## config.mk

```make
export PLATFORM = sky130hd
export DESIGN_NAME = mclk_ratio_detect
export DESIGN_NICKNAME = d
export VERILOG_FILES = /design/src/rtl/mclk_ratio_pkg.sv /design/src/rtl/lrc_edge_sync.sv /design/src/rtl/period_counter.sv /design/src/rtl/ratio_classifier.sv /design/src/rtl/mclk_ratio_detect.sv
export SDC_FILE = /design/constraint.sdc
export NUM_CORES = 1
export LEC_CHECK = 0
export BUFFER_PORTS_ARGS = -buffer_cell sky130_fd_sc_hd__buf_2
export CORE_AREA = 8 8 68 70
export DETAILED_ROUTE_END_ITERATION = 16
export DIE_AREA = 0 0 76 78
export GPL_TIMING_DRIVEN = 0
export PLACE_DENSITY = 0.88
export SLEW_MARGIN = 25
export SYNTH_ARGS = -nofsm -noshare
export SYNTH_HDL_FRONTEND = slang
export SYNTH_SLANG_ARGS = --single-unit
```

## constraint.sdc

```tcl
create_clock -name clk_i -period 9.8 [get_ports clk_i]
set_input_delay 0 -clock clk_i [delete_from_list [all_inputs] [get_ports clk_i]]
set_output_delay 0 -clock clk_i [all_outputs]
set_load 0.02 [all_outputs]
```

## src/rtl/mclk_ratio_pkg.sv

```systemverilog
package mclk_ratio_pkg;

    localparam int NUM_RATIOS   = 6;
    localparam int ADC_MIN_CODE = 2;

    typedef enum logic [2:0] {
        RATIO_128 = 3'd0,
        RATIO_192 = 3'd1,
        RATIO_256 = 3'd2,
        RATIO_384 = 3'd3,
        RATIO_512 = 3'd4,
        RATIO_768 = 3'd5
    } ratio_e;

    // even codes are powers of two from 128, odd codes are 1.5x that
    function automatic int ratio_nominal(input int code);
        int base;
        base = 128 << (code / 2);
        return (code % 2 == 0) ? base : (base * 3) / 2;
    endfunction

endpackage

```

## src/rtl/lrc_edge_sync.sv

```systemverilog
module lrc_edge_sync #(
    parameter int STAGES = 2
) (
    input  logic clk_i,
    input  logic rst_ni,
    input  logic lrc_i,
    output logic rise_o
);
    logic [STAGES-1:0] sync_d, sync_q;
    logic              prev_d, prev_q;

    always_comb begin
        sync_d = {sync_q[STAGES-2:0], lrc_i};
        prev_d = sync_q[STAGES-1];
    end

    always_ff @(posedge clk_i or negedge rst_ni) begin
        if (!rst_ni) begin
            sync_q <= '0;
            prev_q <= 1'b0;
        end else begin
            sync_q <= sync_d;
            prev_q <= prev_d;
        end
    end

    assign rise_o = sync_q[STAGES-1] & ~prev_q;
endmodule

```

## src/rtl/period_counter.sv

```systemverilog
module period_counter #(
    parameter int CNT_W = 10
) (
    input  logic             clk_i,
    input  logic             rst_ni,
    input  logic             rise_i,
    output logic [CNT_W-1:0] count_o,
    output logic             sat_hit_o
);
    localparam logic [CNT_W-1:0] CNT_MAX = {CNT_W{1'b1}};

    logic [CNT_W-1:0] count_d, count_q;

    always_comb begin
        if (rise_i)
            count_d = '0;
        else if (count_q == CNT_MAX)
            count_d = CNT_MAX;
        else
            count_d = count_q + 1'b1;
    end

    always_ff @(posedge clk_i or negedge rst_ni) begin
        if (!rst_ni) count_q <= '0;
        else         count_q <= count_d;
    end

    assign count_o   = count_q;
    assign sat_hit_o = ~rise_i && (count_q == CNT_MAX - 1'b1);
endmodule

```

## src/rtl/ratio_classifier.sv

```systemverilog
module ratio_classifier
    import mclk_ratio_pkg::*;
#(
    parameter int CNT_W = 10,
    parameter int TOL   = 32
) (
    input  logic [CNT_W-1:0] period_i,
    input  logic             adc_path_i,
    output ratio_e           code_o,
    output logic             nomatch_o
);
    logic [NUM_RATIOS-1:0] hit;

    for (genvar i = 0; i < NUM_RATIOS; i++) begin : g_win
        localparam int  NOM    = ratio_nominal(i);
        localparam bit  ADC_OK = (i >= ADC_MIN_CODE);
        int diff;
        assign diff   = int'(period_i) - NOM;
        assign hit[i] = (diff >= -TOL) && (diff <= TOL) && (!adc_path_i || ADC_OK);
    end

    always_comb begin
        code_o    = RATIO_768;
        nomatch_o = 1'b1;
        for (int i = NUM_RATIOS - 1; i >= 0; i--) begin
            if (hit[i]) begin
                code_o    = ratio_e'(3'(i));
                nomatch_o = 1'b0;
            end
        end
    end
endmodule

```

## src/rtl/mclk_ratio_detect.sv

```systemverilog
module mclk_ratio_detect
    import mclk_ratio_pkg::*;
#(
    parameter int CNT_W       = 10,
    parameter int TOL         = 32,
    parameter int SYNC_STAGES = 2
) (
    input  logic       clk_i,
    input  logic       rst_ni,
    input  logic       lrc_i,
    input  logic       slave_mode_i,
    input  logic [2:0] rate_sel_i,
    input  logic       adc_path_i,
    input  logic       adc_osr64_i,
    output logic [2:0] ratio_o,
    output logic       valid_o,
    output logic       err_o,
    output logic       osr64_o
);
    typedef struct packed {
        logic   armed;
        logic   have_last;
        ratio_e last_code;
        logic   last_err;
        ratio_e ratio;
        logic   valid;
        logic   err;
        logic   osr64;
    } det_state_t;

    localparam det_state_t RESET_STATE = '{
        armed: 1'b0, have_last: 1'b0, last_code: RATIO_768, last_err: 1'b0,
        ratio: RATIO_768, valid: 1'b0, err: 1'b0, osr64: 1'b0
    };

    logic             rise;
    logic [CNT_W-1:0] count;
    logic [CNT_W-1:0] period;
    logic             sat_hit;
    ratio_e           cls_code;
    logic             cls_err;
    det_state_t       st_d, st_q;

    lrc_edge_sync #(.STAGES(SYNC_STAGES)) u_sync (
        .clk_i  (clk_i),
        .rst_ni (rst_ni),
        .lrc_i  (lrc_i),
        .rise_o (rise)
    );

    period_counter #(.CNT_W(CNT_W)) u_cnt (
        .clk_i     (clk_i),
        .rst_ni    (rst_ni),
        .rise_i    (rise),
        .count_o   (count),
        .sat_hit_o (sat_hit)
    );

    // count holds cycles since last edge minus one
    assign period = count + 1'b1;

    ratio_classifier #(.CNT_W(CNT_W), .TOL(TOL)) u_cls (
        .period_i   (period),
        .adc_path_i (adc_path_i),
        .code_o     (cls_code),
        .nomatch_o  (cls_err)
    );

    always_comb begin
        st_d = st_q;
        if (!slave_mode_i) begin
            st_d.armed     = 1'b0;
            st_d.have_last = 1'b0;
            st_d.ratio     = (rate_sel_i > 3'd5) ? RATIO_768 : ratio_e'(rate_sel_i);
            st_d.err       = 1'b0;
            st_d.valid     = 1'b1;
        end else if (sat_hit) begin
            st_d.armed     = 1'b0;
            st_d.have_last = 1'b0;
            st_d.ratio     = RATIO_768;
            st_d.err       = 1'b1;
            st_d.valid     = 1'b1;
        end else if (rise) begin
            if (!st_q.armed) begin
                st_d.armed = 1'b1;
            end else begin
                if (st_q.have_last && st_q.last_code == cls_code && st_q.last_err == cls_err) begin
                    st_d.ratio = cls_code;
                    st_d.err   = cls_err;
                    st_d.valid = 1'b1;
                end
                st_d.have_last = 1'b1;
                st_d.last_code = cls_code;
                st_d.last_err  = cls_err;
            end
        end
        st_d.osr64 = adc_path_i ? adc_osr64_i : (st_d.ratio <= RATIO_192);
    end

    always_ff @(posedge clk_i or negedge rst_ni) begin
        if (!rst_ni) st_q <= RESET_STATE;
        else         st_q <= st_d;
    end

    assign ratio_o = st_q.ratio;
    assign valid_o = st_q.valid;
    assign err_o   = st_q.err;
    assign osr64_o = st_q.osr64;
endmodule

```

# Word level (Yosys, flattened, before mapping)
# Index checks and enable logic that the tools add are counted.
dict set report totals {
  out_inout_bits 6
  register_bits 25
}
dict set report op_classes {
  magnitude_cmp 14
  add_sub_neg 7
  mux 22
  eq_ne 7
  reduce_logical 15
  n_bitwise 4
}
# operator n
set op_table {}
lappend op_table {{$ge A32 B6 Y1 const B} 6}
lappend op_table {{$le A32 B7 Y1 const B} 6}
lappend op_table {{$mux W10} 3}
lappend op_table {{$sub A10 B10 Y11 const B} 2}
lappend op_table {{$sub A10 B8 Y11 const B} 2}
lappend op_table {{$sub A10 B9 Y11 const B} 2}
lappend op_table {{$eq A10 B10 Y1 const B} 2}
lappend op_table {{$mux W3} 5}
lappend op_table {{$mux W5} 3}
lappend op_table {{$logic_and A1 B1 Y1} 11}
lappend op_table {{$mux W11} 1}
lappend op_table {{$add A10 B1 Y10 const B} 1}
lappend op_table {{$ne A3 B1 Y1 const B} 3}
lappend op_table {{$mux W1} 8}
lappend op_table {{$mux W2} 2}
lappend op_table {{$reduce_and A4 Y1} 1}
lappend op_table {{$eq A3 B3 Y1} 1}
lappend op_table {{$gt A3 B3 Y1 const B} 1}
lappend op_table {{$le A3 B1 Y1 const B} 1}
lappend op_table {{$not A1 Y1} 3}
lappend op_table {{$reduce_and A3 Y1} 1}
lappend op_table {{$reduce_and A2 Y1} 1}
lappend op_table {{$and A1 B1 Y1} 1}
lappend op_table {{$eq A1 B1 Y1} 1}
lappend op_table {{$logic_not A1 Y1} 1}

# Depth between registers and ports, before layout
dict set report depth {
  depth_word 19
  depth_mapped 17
  depth_no_buf 16
}

# Cells and area by module
# From an unflattened synthesis, not the netlist that was laid out.
dict set report unflattened {
  cells_unflattened 204
  area_unflattened_um2 1995.7
}
# module instances area_per_inst_um2 cells_each
set modules_own_cells {}
lappend modules_own_cells {mclk_ratio_detect 1 732.0 70}
lappend modules_own_cells {ratio_classifier 1 654.4 79}
lappend modules_own_cells {period_counter 1 520.5 51}
lappend modules_own_cells {lrc_edge_sync 1 88.8 4}

# Least setup slack after synthesis
# OpenSTA, ideal clock, no wires.
dict set report synth_timing {
  kind {register -> register}
  from {register u_cnt.count_q[0], in the netlist u_cnt.count_o[0]}
  to {register st_q (netlist bit osr64_o)}
  t_arrival_ns 3.948
  slack_ns 5.733
  path_stages_with_launch 16
  synth_period_minus_slack_ns 4.067
  setup_ns 0.120
  path_buffers 0
  cell_sequence {dfrtp_1 ha_1 and4_1 nand4_1 xnor2_1 inv_1 ha_1 xnor3_1 nor4_1 a41o_1 nor2_1 a2bb2oi_2 xor2_2 nor3b_1 o41ai_2 a31o_1}
}
# item line
set synth_rtl {}
lappend synth_rtl {{start: declaration} period_counter.sv:12} ;# logic [CNT_W-1:0] count_d, count_q;
lappend synth_rtl {{start signal: assignment} period_counter.sv:25} ;# else count_q <= count_d;
lappend synth_rtl {{end signal: assignment} mclk_ratio_detect.sv:102} ;# else st_q <= st_d;
lappend synth_rtl {{end: declaration} mclk_ratio_detect.sv:42} ;# det_state_t st_d, st_q;

==> impl.org <==
** Clock network
- Number of levels in the clock H-tree :: 1
- Clock latency on the worst-skew pair, taken at its later pin, is around 0.34 ns.
- TritonCTS built the clock tree.
- In this run the clock root is driven by a clkbuf_4.
- Buffers added to address setup during post-CTS repair amount to 0.
- Counting along the longest clock path gives a buffer depth of 2.
- CTS saw 25 sinks.
- Clock slew at the register clock pins of the worst setup and hold paths :: about 0.15 ns
- TritonCTS created 3 clock buffers.

** STA
- Setup TNS :: 0 ns
- Setup violations remaining at the end of the flow were counted as 0.
- For the final database, setup skew stands at ~0.013 ns.
- Maximum achievable frequency :: between 150 and 200 MHz
- Min Tclk post-route :: around 5.1 ns
- Setup repair after global routing left no endpoint under its margin.
- Max-slew violation total from the final report :: 0
- Worst-Margin Slew :: around 0.93 ns
- Slew margin rel. :: between 30% and 40%
- Final worst-path cycle share :: between 50% and 60%
- The count of endpoints failing hold in the final timing report was 0.

** Route
- The routed design has between 4 and 5 mm of wire.
- Starting DRT DRC Count :: 130
- Final routed wire length divided by cell count :: roughly 16 um
- In the routed layout, each cell is associated on average with a via count of roughly 6.
- Remaining DRCs :: 0
- Number of nets with antenna violations after routing :: 0
- The final route contains roughly 1900 vias.
- Router iterations before antenna repair :: 4

** Outcome
- Result of the run :: finished clean

** Power
- In this run the static leakage power is roughly 1.0 nW.
- Portion of total power attributed to sequential cells :: 53.6%
- Net switching is between 30% and 40% of the power.
- Clk pwr share :: a little over a fifth
- Internal power :: between 0.15 and 0.2 mW
- The analysis attributes to net switching a power of approximately 0.08 mW.
- For this design the ratio of total power to cell area is about 100 nW/um^2.
- The worst-case IR drop observed on VDD is roughly 0.00008 V.
- Combinational logic burns 25.5% of the power.

** Global route
- For this run the aggregate overflow at the end of global routing stands at 0.
- The via count of the first global-routing pass is roughly 1800.
- In the global route stage, overall resource usage came out at 16.6%.
- Global-route wire length before repair :: about 8.4 mm
- Entering global routing, the biggest net connects 26 pins.
- The number of antenna violations at the first check in global routing is 0.

** Synthesis
- Most area-consuming cells after synthesis :: dfrtp_1 25%, ha_1 13%, dfstp_2 5.1%
- Post-synthesis share of cell area spent on xor and xnor gates :: 3.55%
- Number of nets in the synthesized netlist :: roughly 260
- Post-Synthesis Cell Area :: ~2100 um^2
- The synthesized netlist devotes 23.6% of its cell area to compound gates.
- Multiplexer area fraction after synthesis :: less than 1%
- Synthesis inferred 25 register bits.
- Adder-cell share of the synthesized area :: approximately an eighth
- Area fraction in and, or, nand and nor cells after synthesis :: about a quarter
- In this run the mean area of a mapped cell was between 8 and 9 um^2.
- Main combinational cell family by area after synthesis :: compound AO/OA/AOI/OAI gates
- The most used flip-flop cell after synthesis is dfrtp_1.
- In this run, distinct cell masters in the synthesized netlist total 66.
- Number of synthesized flops with an enable pin :: 0
- Counting flops with an async set or reset pin after synthesis yields a share of 100%.
- Cell taking the most area after synthesis :: dfrtp_1
- Number of warning messages in the yosys log :: 0
- The share of synthesized area in the top cell type comes to between 20% and 30%.
- Number of instances in the synthesized netlist :: between 200 and 250
- Seq/Total Area, Yosys :: a little under a third

** Die
- Core Footprint :: roughly 3600 um^2
- Horiz. Die Dim :: between 70 and 80 um
- Initial core utilization :: around three fifths
- Measured along the y axis, the die boundary spans between 70 and 80 um.
- Boundary Pins :: 15
- After floorplanning, the core was divided into 22 placement rows.
- The floorplan step defined a die boundary enclosing between 5000 and 6000 um^2.

** Placement
- IO Port Bufs :: 14
- Weighted congestion reported at the end of routability-driven placement :: approximately 0.91
- The placed instances occupy a cell area of 2210 um^2.
- Summed over all nets, the half-perimeter wirelength after detailed placement is between 3 and 4 mm.
- Number of cells in the design after placement :: a little under 300

** Worst setup path
- Data arrives at the worst endpoint at 5.36 ns.
- The worst setup path is of the flip-flop to flip-flop kind.
- Critical Path Sink Type :: flip-flop
- In this run the worst path has a maximum fanout of 10.
- Across all register-to-register paths, the minimum setup slack is approximately 4.7 ns.
- STA classifies the critical path startpoint as a flip-flop.
- Data on the critical path is required at its endpoint by roughly 10 ns.

** Final layout
- Excluding fillers, the count of instances in the completed layout stands at approximately 300.
- In the final layout, the share of cells above drive strength 1 is 16.7%.
- Number of nets in the final layout :: roughly 290
- With fillers left out, the area of the finished cells amounts to between 2000 and 2500 um^2.
- Area added between synthesis and finish :: 11.6%
- Count of inserted antenna diode cells :: 0

** Run
- Across the run, the number of max-cap violations was 0.

** Min path
- The min-delay analysis places its worst path in the category input port to flip-flop.
==> placed cells by master (no fill, tap or decap), types with 4 or more instances in the layout <==
cell type | netlist | routed
and3_1 | 4 | 4
a21oi_1 | 14 | 14
nor2b_1 | 5 | 5
buf_2 | 1 | 15
dfrtp_1 | 21 | 21
inv_1 | 15 | 15
dfstp_2 | 4 | 4
nand2_1 | 22 | 22
nor3_1 | 5 | 5
dlygate4sd3_1 | 0 | 8
buf_4 | 4 | 4
o21ai_0 | 9 | 9
a31oi_1 | 5 | 5
nand4_1 | 5 | 5
and2_1 | 7 | 7
ha_1 | 21 | 21
nand3_1 | 9 | 9
nor2_1 | 12 | 12
==> state kept, by name, indices dropped and copies added, names as in the netlist <==
name	flops
osr64_o	1
valid_o	1
u_sync.sync_q	2
u_sync.prev_q	1
st_q	6
err_o	1
u_cnt.count_o	10
ratio_o	3
==> per-layer routing <==
metal / GRT usage [%] / wire length [um]
met1: 19.5 / 2160
met2: 29.2 / 2360
met3: 3.34 / 297
met4: 6.27 / 78
met5: 0 / 0
==> through the flow <==
step	setup slack, ns	total power, mW	util [%]	hold slack [ns]
2_1_floorplan	5.73	0.170	-	-0.296
3_3_place_gp	4.90	0.185	62.2	0.0131
3_5_place_dp	4.91	0.188	62.2	0.0194
4_1_cts	4.84	0.239	65.3	0.00482
5_1_grt	4.46	0.253	65.3	0.0353
6_report	4.72	0.239	65.3	0.0117
==> cell usage after synthesis, types with 3 or more instances <==
cell type   n
nand2_1    22
dfrtp_1    21
ha_1       21
inv_1      15
a21oi_1    14
nor2_1     12
nand3_1     9
o21ai_0     9
and2_1      7
a31oi_1     5
nand4_1     5
nor2b_1     5
nor3_1      5
and3_1      4
buf_4       4
dfstp_2     4
o21ai_1     3
or3_1       3
xnor2_1     3
==> power groups by stage <==
stage          Sequential, mW  Clock [mW]  Combinational (mW)
4_1_cts                 0.128      0.0505              0.0609
3_3_place_gp            0.129           0              0.0557
2_1_floorplan           0.127           0              0.0431
5_1_grt                 0.130      0.0548              0.0682
3_5_place_dp            0.130           0              0.0584
6_report                0.128      0.0498              0.0611
==> critical path, cell delays in order (launching register included) <==
cell,delay (ns)
dfrtp_1,0.50
ha_1,0.32
and4_1,0.32
nand4_1,0.13
xnor2_1,0.76
inv_1,0.43
ha_1,0.33
and3_1,0.18
o21ai_0,0.18
a32oi_1,0.12
or4b_1,0.63
nor3_1,0.23
nand3b_1,0.18
and4b_1,0.20
nor3_1,0.32
a31o_1,0.20
==> path summary, 6_finish.rpt <==
path,to,cells after the start,start
setup / recovery,osr64_o,15,u_cnt.count_o[0]
hold / removal,ratio_o[1],5,rate_sel_i[1]
setup reg to reg,osr64_o,15,u_cnt.count_o[0]
hold reg to reg,u_sync.sync_q[1],0,u_sync.sync_q[0]
max in group asynchronous,ratio_o[0],2,rst_ni
min in group asynchronous,u_cnt.count_o[3],2,rst_ni
==> cells by family (layout without fill, tap and decap cells) <==
| logic type | count (synthesis) | in the layout |
|---|---|---|
| adders and majority gates | 21 | 21 |
| DFF | 25 | 25 |
| muxes | 2 | 2 |
| xor gates and xnor gates | 6 | 6 |
| AOI/OAI and AO/OA | 65 | 65 |
| and+or+nand+nor | 88 | 88 |
| buffers and inverters | 24 | 50 |
==> what timing repair did <==
item | CTS | global route
hold buffers | 8 | 0
gates resized for setup | 0 | 0
endpoints found under the hold margin | 31 | 0
==> layout make-up <==
cell class	count	area [um^2]
inverters	16	60.1
clock inverters	1	7.51
flip-flops and latches	25	631
clock buffers	3	22.5
repair buffers	22	150
multi-input cells	182	1330
well taps	48	60.1
plain buffers	8	53.8
fillers	294	1230
Note: power is estimated with default switching activity, not from simulation.
